[src/rtl/maxmin_pkg.sv]
package maxmin_pkg;
  typedef struct packed {
    logic load;   // latch inputs, open all nonzero customers
    logic take;   // grant smallest open demand in full
    logic divGo;  // launch residual / open-count division
    logic fill;   // hand quotient to every open customer
  } mmStrobe_t;
endpackage

[src/rtl/maxmin_minsel.sv]
module maxmin_minsel #(
  parameter int NUM_CUST = 4,
  parameter int DEM_W    = 16,
  localparam int IDX_W   = $clog2(NUM_CUST)
) (
  input  logic [DEM_W-1:0] demIn [NUM_CUST],
  input  logic [NUM_CUST-1:0] openIn,
  output logic [IDX_W-1:0] minIdx,
  output logic [DEM_W-1:0] minVal,
  output logic             anyOpen
);
  // Lowest open demand; ties resolve to lowest index (strict less-than).
  always_comb begin
    minIdx  = '0;
    minVal  = '1;
    anyOpen = 1'b0;
    for (int i = 0; i < NUM_CUST; i++) begin
      if (openIn[i] && (!anyOpen || demIn[i] < minVal)) begin
        minIdx  = IDX_W'(i);
        minVal  = demIn[i];
        anyOpen = 1'b1;
      end
    end
  end
endmodule

[src/rtl/maxmin_divider.sv]
module maxmin_divider #(
  parameter int NUM_W = 18,
  parameter int DEN_W = 3,
  localparam int STEP_W = $clog2(NUM_W + 1)
) (
  input  logic             clk,
  input  logic             rstN,
  input  logic             goIn,
  input  logic [NUM_W-1:0] numIn,
  input  logic [DEN_W-1:0] denIn,
  output logic [NUM_W-1:0] quotOut,
  output logic             doneOut
);
  logic [DEN_W-1:0]  remR;
  logic [NUM_W-1:0]  quoR;
  logic [NUM_W-1:0]  numR;
  logic [DEN_W-1:0]  denR;
  logic [STEP_W-1:0] stepR;
  logic              runR;
  logic              doneR;
  logic [DEN_W:0]    shifted;
  logic              geq;

  assign shifted = {remR, quoR[NUM_W-1]};
  assign geq     = shifted >= {1'b0, denR};

  always_ff @(posedge clk or negedge rstN) begin
    if (!rstN) begin
      remR <= '0; quoR <= '0; numR <= '0; denR <= '0;
      stepR <= '0; runR <= 1'b0; doneR <= 1'b0;
    end else begin
      doneR <= 1'b0;
      if (goIn) begin
        remR  <= '0;
        quoR  <= numIn;
        numR  <= numIn;
        denR  <= denIn;
        stepR <= STEP_W'(NUM_W);
        runR  <= 1'b1;
      end else if (runR) begin
        if (geq) begin
          remR <= DEN_W'(shifted - {1'b0, denR});
          quoR <= {quoR[NUM_W-2:0], 1'b1};
        end else begin
          remR <= shifted[DEN_W-1:0];
          quoR <= {quoR[NUM_W-2:0], 1'b0};
        end
        stepR <= stepR - 1'b1;
        if (stepR == STEP_W'(1)) begin
          runR  <= 1'b0;
          doneR <= 1'b1;
        end
      end
    end
  end

  assign quotOut = quoR;
  assign doneOut = doneR;

  // quotient is the truncated (floor) result
  a_r6_div_floor: assert property (@(posedge clk) disable iff (!rstN)
    doneR |-> ((NUM_W+DEN_W)'(quoR) * (NUM_W+DEN_W)'(denR) <= (NUM_W+DEN_W)'(numR)) &&
              ((NUM_W+DEN_W)'(numR) - (NUM_W+DEN_W)'(quoR) * (NUM_W+DEN_W)'(denR)
                 < (NUM_W+DEN_W)'(denR)));
  a_r6_div_nonzero: assert property (@(posedge clk) disable iff (!rstN)
    goIn |-> denIn != '0);
endmodule

[src/rtl/maxmin_ctrl.sv]
module maxmin_ctrl
  import maxmin_pkg::*;
#(
  parameter int NUM_CUST = 4,
  localparam int ITER_W  = $clog2(NUM_CUST + 1)
) (
  input  logic      clk,
  input  logic      rstN,
  input  logic      startIn,
  input  logic      anyOpen,
  input  logic      fits,
  input  logic      divDone,
  output mmStrobe_t strb,
  output logic      busyOut,
  output logic      doneOut
);
  typedef enum logic [1:0] {S_IDLE, S_SCAN, S_DIV} mmState_t;
  mmState_t stateR;
  logic [ITER_W-1:0] iterR;
  logic doneR;

  always_comb begin
    strb = '0;
    unique case (stateR)
      S_IDLE: strb.load  = startIn;
      S_SCAN: begin
        strb.take  = anyOpen && fits;
        strb.divGo = anyOpen && !fits;
      end
      S_DIV:  strb.fill  = divDone;
      default: strb = '0;
    endcase
  end

  always_ff @(posedge clk or negedge rstN) begin
    if (!rstN) begin
      stateR <= S_IDLE;
      iterR  <= '0;
      doneR  <= 1'b0;
    end else begin
      doneR <= 1'b0;
      unique case (stateR)
        S_IDLE: if (startIn) begin
          stateR <= S_SCAN;
          iterR  <= '0;
        end
        S_SCAN: begin
          if (!anyOpen) begin
            stateR <= S_IDLE;
            doneR  <= 1'b1;
          end else if (fits) begin
            iterR <= iterR + 1'b1;
          end else begin
            stateR <= S_DIV;
          end
        end
        S_DIV: if (divDone) stateR <= S_SCAN;
        default: stateR <= S_IDLE;
      endcase
    end
  end

  assign busyOut = stateR != S_IDLE;
  assign doneOut = doneR;

  // full grants per run bounded by customer count
  a_r9_iter_bound: assert property (@(posedge clk) disable iff (!rstN)
    iterR <= ITER_W'(NUM_CUST));
  // done is a single-cycle pulse while idle
  a_r8_done_pulse: assert property (@(posedge clk) disable iff (!rstN)
    doneR |=> !doneR);
  a_r8_done_idle: assert property (@(posedge clk) disable iff (!rstN)
    doneR |-> !busyOut);
  // a start seen while busy never loads
  a_r7_no_reload: assert property (@(posedge clk) disable iff (!rstN)
    (busyOut && startIn) |-> !strb.load);
  a_r9_one_strobe: assert property (@(posedge clk) disable iff (!rstN)
    $onehot0(strb));
endmodule

[src/rtl/maxmin_dpath.sv]
module maxmin_dpath
  import maxmin_pkg::*;
#(
  parameter int NUM_CUST = 4,
  parameter int DEM_W    = 16,
  parameter int CAP_W    = 18,
  localparam int CNT_W   = $clog2(NUM_CUST + 1),
  localparam int IDX_W   = $clog2(NUM_CUST),
  localparam int CMP_W   = (DEM_W + CNT_W > CAP_W) ? DEM_W + CNT_W : CAP_W
) (
  input  logic                      clk,
  input  logic                      rstN,
  input  mmStrobe_t                 strb,
  input  logic [CAP_W-1:0]          capIn,
  input  logic [NUM_CUST*DEM_W-1:0] demFlat,
  output logic                      anyOpen,
  output logic                      fits,
  output logic                      divDone,
  output logic [NUM_CUST*DEM_W-1:0] allocFlat
);
  logic [DEM_W-1:0]    demR   [NUM_CUST];
  logic [DEM_W-1:0]    allocR [NUM_CUST];
  logic [NUM_CUST-1:0] openR;
  logic [CAP_W-1:0]    capR;
  logic [CAP_W-1:0]    remR;
  logic [CNT_W-1:0]    openCnt;
  logic [IDX_W-1:0]    minIdx;
  logic [DEM_W-1:0]    minVal;
  logic [CAP_W-1:0]    share;
  logic [DEM_W-1:0]    shareClamp;

  maxmin_minsel #(.NUM_CUST(NUM_CUST), .DEM_W(DEM_W)) uMinSel (
    .demIn(demR), .openIn(openR),
    .minIdx(minIdx), .minVal(minVal), .anyOpen(anyOpen)
  );

  maxmin_divider #(.NUM_W(CAP_W), .DEN_W(CNT_W)) uDiv (
    .clk(clk), .rstN(rstN), .goIn(strb.divGo),
    .numIn(remR), .denIn(openCnt),
    .quotOut(share), .doneOut(divDone)
  );

  always_comb begin
    openCnt = '0;
    for (int i = 0; i < NUM_CUST; i++) openCnt = openCnt + CNT_W'(openR[i]);
  end

  // smallest demand fits under an equal split of the remainder
  assign fits = CMP_W'(minVal) * CMP_W'(openCnt) <= CMP_W'(remR);
  assign shareClamp = (share > CAP_W'({DEM_W{1'b1}})) ? '1 : share[DEM_W-1:0];

  always_ff @(posedge clk or negedge rstN) begin
    if (!rstN) begin
      openR <= '0;
      capR  <= '0;
      remR  <= '0;
      for (int i = 0; i < NUM_CUST; i++) begin
        demR[i]   <= '0;
        allocR[i] <= '0;
      end
    end else if (strb.load) begin
      capR <= capIn;
      remR <= capIn;
      for (int i = 0; i < NUM_CUST; i++) begin
        demR[i]   <= demFlat[i*DEM_W +: DEM_W];
        allocR[i] <= '0;
        openR[i]  <= demFlat[i*DEM_W +: DEM_W] != '0;
      end
    end else if (strb.take) begin
      allocR[minIdx] <= minVal;
      openR[minIdx]  <= 1'b0;
      remR           <= remR - CAP_W'(minVal);
    end else if (strb.fill) begin
      for (int i = 0; i < NUM_CUST; i++) begin
        if (openR[i]) allocR[i] <= shareClamp;
      end
      openR <= '0;
    end
  end

  for (genvar g = 0; g < NUM_CUST; g++) begin : gOut
    assign allocFlat[g*DEM_W +: DEM_W] = allocR[g];
    // allocation never above demand
    a_r2_alloc_le_demand: assert property (@(posedge clk) disable iff (!rstN)
      allocR[g] <= demR[g]);
    // zero demand stays at zero allocation
    a_r5_zero_demand: assert property (@(posedge clk) disable iff (!rstN)
      (demR[g] == '0) |-> (allocR[g] == '0) && !openR[g]);
  end

  // remainder only shrinks below the latched capacity
  a_r3_rem_le_cap: assert property (@(posedge clk) disable iff (!rstN)
    remR <= capR);
  // the equal share lies below the smallest open demand
  a_r6_fill_below: assert property (@(posedge clk) disable iff (!rstN)
    strb.fill |-> (share < CAP_W'(minVal)));
endmodule

[src/rtl/maxmin_alloc.sv]
module maxmin_alloc
  import maxmin_pkg::*;
#(
  parameter int NUM_CUST = 4,
  parameter int DEM_W    = 16,
  parameter int CAP_W    = 18
) (
  input  logic                      clk,
  input  logic                      rstN,
  input  logic                      startI,
  input  logic [CAP_W-1:0]          capacityI,
  input  logic [NUM_CUST*DEM_W-1:0] demandsI,
  output logic                      busyO,
  output logic                      doneO,
  output logic [NUM_CUST*DEM_W-1:0] allocO
);
  mmStrobe_t strb;
  logic anyOpen, fits, divDone;

  maxmin_ctrl #(.NUM_CUST(NUM_CUST)) uCtrl (
    .clk(clk), .rstN(rstN), .startIn(startI),
    .anyOpen(anyOpen), .fits(fits), .divDone(divDone),
    .strb(strb), .busyOut(busyO), .doneOut(doneO)
  );

  maxmin_dpath #(.NUM_CUST(NUM_CUST), .DEM_W(DEM_W), .CAP_W(CAP_W)) uDpath (
    .clk(clk), .rstN(rstN), .strb(strb),
    .capIn(capacityI), .demFlat(demandsI),
    .anyOpen(anyOpen), .fits(fits), .divDone(divDone),
    .allocFlat(allocO)
  );

  // allocation held while idle and not starting
  a_r8_hold: assert property (@(posedge clk) disable iff (!rstN)
    (!busyO && !startI) |=> $stable(allocO));
endmodule

[config.mk]
export PLATFORM = sky130hd
export DESIGN_NAME = maxmin_alloc
export DESIGN_NICKNAME = d
export VERILOG_FILES = /design/src/rtl/maxmin_pkg.sv /design/src/rtl/maxmin_minsel.sv /design/src/rtl/maxmin_divider.sv /design/src/rtl/maxmin_ctrl.sv /design/src/rtl/maxmin_dpath.sv /design/src/rtl/maxmin_alloc.sv
export SDC_FILE = /design/constraint.sdc
export NUM_CORES = 1
export LEC_CHECK = 0
export BUFFER_PORTS_ARGS = -buffer_cell sky130_fd_sc_hd__buf_4
export CAP_MARGIN = 10
export CORE_MARGIN = 2
export CORE_UTILIZATION = 64
export DETAILED_ROUTE_END_ITERATION = 12
export PLACE_DENSITY = 0.9
export SLEW_MARGIN = 10
export SYNTH_ARGS = -nofsm -noshare
export SYNTH_HDL_FRONTEND = slang
export SYNTH_SLANG_ARGS = --single-unit
[constraint.sdc]
create_clock -name clk -period 16.8 [get_ports clk]
set_clock_uncertainty 0.05 [all_clocks]
set_input_delay 3.36 -clock clk [delete_from_list [all_inputs] [get_ports clk]]
set_output_delay 3.36 -clock clk [all_outputs]
set_load 0.05 [all_outputs]
==> impl_metrics.py <==
metrics = {
    "status": {
        "status": "finished clean",
    },
    "layout": {
        "multi_input_area_sq_um": 7123,
        "seqCellArea_sq_um": 4604,
        "nNetsFinal": 1713,
        "drive_gt1_share_pct": 15.46,
        "antennaDiodeCount": 0,
        "n_fill_cell": 1370,
        "syn2layout_area_growth_pct": 14.89,
    },
    "clock_tree": {
        "cts_setup_buffers": 0,
        "cts_tree": "built",
        "root_buffer": "clkbuf_16",
        "clock_sinks": 184,
        "insertion_delay_ns": 0.45,
        "ctsResizeCount": 0,
        "cts_buffer_depth": 2,
        "path_clk_slew_ns": 0.08,
        "holdBufCountCts": 0,
        "htreeDepth": 4,
        "cts_inserted_buffers": 17,
    },
    "worst_setup_path": {
        "crit_slowest_cell": "nor4b_4",
        "cp_max_fo": 37,
        "critPathKind": "flip-flop to flip-flop",
        "regToRegSetupSlack_ns": 2.10,
        "crit_buf_inv": 6,
        "worstSetupEndpointType": "flip-flop",
        "cp.arrival_ns": 14.98,
        "required_ns": 17.09,
        "cp_slowest_stage_delay_ns": 0.88,
        "cp_top_family": "compound AO/OA/AOI/OAI gates",
        "worst_setup_path_start_kind": "flip-flop",
        "cp_common_cell": "ha_1",
    },
    "floorplan": {
        "ios": 151,
        "dieHeight_um": 143.4,
        "rows": 50,
        "core_area_sq_um": 18890,
        "dieArea_sq_um": 20550,
        "die_w_um": 143.4,
        "start_util_pct": 65.79,
    },
    "synthesis": {
        "synth_seq_cells": 184,
        "syn_area_sq_um": 12430,
        "synth_warnings": 0,
        "ys.flop_type": "dfrtp_1",
        "synth_area_leaders": "dfrtp_1 37%, ha_1 10%, nand2_1 7.4%",
        "synthTopCellsByCount": "246 x nand2_1, 184 x dfrtp_1, 115 x inv_1",
        "synth_fp_nets": 1599,
        "yosysMostFrequentCell": "nand2_1",
        "syn-instance-count": 1393,
        "synth_top_area_cell": "dfrtp_1",
        "synth_top_cell_area_share_pct": 37.04,
        "synth_edf_count": 0,
        "synth-async-reset-ratio_pct": 100.0,
        "synth_area_per_cell_sq_um": 8.924,
        "synthDistinctLibCells": 71,
        "yosysSeqAreaShare_pct": 37.04,
    },
    "timing": {
        "slew_violations": 0,
        "hold_viol_final": 0,
        "worst_pin_slew_ns": 1.107,
        "setup_viol": 0,
        "fin_crit_sh_pct": 87.48,
        "slew_headroom_pct": 26.01,
        "grt_setup_unrepaired": "false",
        "whs_ns": 0.4362,
        "fin_setup_tns_ns": 0,
        "timing.fmax_mhz": 68.05,
        "min_period_ns": 14.70,
    },
    "detailed_routing": {
        "drc_errors": 0,
        "drtAntennaViolNets": 0,
        "dr.pass1.iters": 8,
        "drt_iter0_markers": 1187,
        "vias_per_cell": 6.411,
        "wl_per_cell_um": 20.97,
        "vias": 11410,
        "drt_wl_total_mm": 37.33,
    },
    "global_routing": {
        "grt_pass1_wl_mm": 59.33,
        "grt_max_degree": 104,
        "grt_overflow": 0,
        "track_usage_pct": 37.69,
        "grt_pass1_vias": 11050,
        "grt_antenna_before_repair": 1,
    },
    "flow_run": {
        "maxCapViolations": 0,
    },
    "min_path": {
        "hp-class": "flip-flop to flip-flop",
    },
    "place": {
        "dp_hpwl_mm": 27.49,
        "gp_congestion": 1.032,
        "port_buffers": 150,
    },
}
## final timing paths
check	startpoint	to	cells after the start
worst min-delay path	uDpath.demR[57]	uDpath.demR[57]	2
worst min register to register	uDpath.demR[57]	uDpath.demR[57]	2
worst max register to register	uDpath.openR[0]	uDpath.allocFlat[0]	47
min in group asynchronous	rstN	uDpath.demR[50]	1
max in group asynchronous	rstN	uDpath.uDiv.doneOut	2
worst max-delay path	uDpath.openR[0]	uDpath.allocFlat[0]	47
## routing by layer
metal  share of wire, %  GRT usage (%)  vias to the layer above
li1                   -              -                     5138
met1                 41          52.54                     5447
met2                 44          55.49                      710
met3                 11          8.730                      116
met4                4.7          18.73                        0
met5                  0              0                        -
## logic make-up after synthesis
kind of cell / after synthesis / share of synthesized area [%]
xor+xnor: 29 / 2.043
fa+ha+maj: 121 / 13.27
simple gates: 462 / 16.89
flops: 184 / 37.04
compound gates: 349 / 19.20
buf+inv: 182 / 5.848
mux: 66 / 5.707
## through the flow
stage	std cells	util [%]	cell area, sq um	setup slack (ns)
after floorplan	1393	-	12430	5.761
after global placement	1748	72.52	13700	3.242
after detailed placement	1748	72.52	13700	2.716
after CTS	1780	75.59	14280	2.589
after global routing	1780	75.59	14280	1.169
final	1780	75.59	14280	2.104
## placed cells by master, fill, tap and decap left out, types with 4 or more instances in the layout
master | Yosys | final
a211oi_1 | 6 | 6
a21o_1 | 15 | 15
a21oi_1 | 47 | 46
a221o_1 | 15 | 15
a22oi_1 | 7 | 7
a31oi_1 | 32 | 32
a41oi_1 | 16 | 16
and2_1 | 8 | 7
and3_1 | 6 | 6
buf_4 | 5 | 160
clkbuf_16 | 0 | 17
dfrtp_1 | 184 | 184
fa_1 | 18 | 18
ha_1 | 103 | 103
inv_1 | 115 | 115
inv_6 | 0 | 4
mux2_1 | 10 | 10
mux2_2 | 19 | 19
mux2i_1 | 34 | 34
nand2_1 | 246 | 245
nand2b_1 | 25 | 25
nand3_1 | 14 | 14
nand4_1 | 14 | 14
nor2_1 | 83 | 83
nor2b_1 | 16 | 16
nor3_1 | 10 | 10
nor3b_1 | 5 | 5
nor4_1 | 17 | 17
o211ai_1 | 8 | 8
o21a_1 | 8 | 8
o21ai_0 | 104 | 104
o21bai_1 | 6 | 6
o2bb2ai_1 | 46 | 46
o31ai_1 | 7 | 7
or2_2 | 4 | 4
xnor2_1 | 23 | 23
xor2_1 | 6 | 6
## worst register-to-register path: cells and delay by family (launching register included)
kind	cells	cell delay [ns]
compound gates	17	5.41
simple gates	15	3.43
fa+ha+maj	6	1.98
flops	1	0.47
xor+xnor	1	0.15
mux	2	1.19
buf+inv	6	1.89
## state kept, by name, summed over array words and instances, names as in the netlist
signal and count:
uDpath.demR 64, uDpath.uDiv.stepR 5, uDpath.openR 4, uCtrl.stateR 2
uDpath.uDiv.remR 3, uDpath.allocFlat 64, uDpath.uDiv.runR 1, uCtrl.doneOut 1
uDpath.uDiv.denR 3, uDpath.uDiv.quotOut 18, uDpath.uDiv.doneOut 1, uDpath.remR 18
## area by class of cell
type | instances | area share, %
timing repair buffer | 161 | 8.490
clock inverter | 15 | 1.086
tap | 260 | 2.278
inverter | 116 | 3.049
sequential | 184 | 32.24
multi-input combinational | 1027 | 49.88
clock buffer | 17 | 2.979
Power is not shown: default switching activity piles up to over one toggle a cycle in this logic, so the estimate is an artifact.
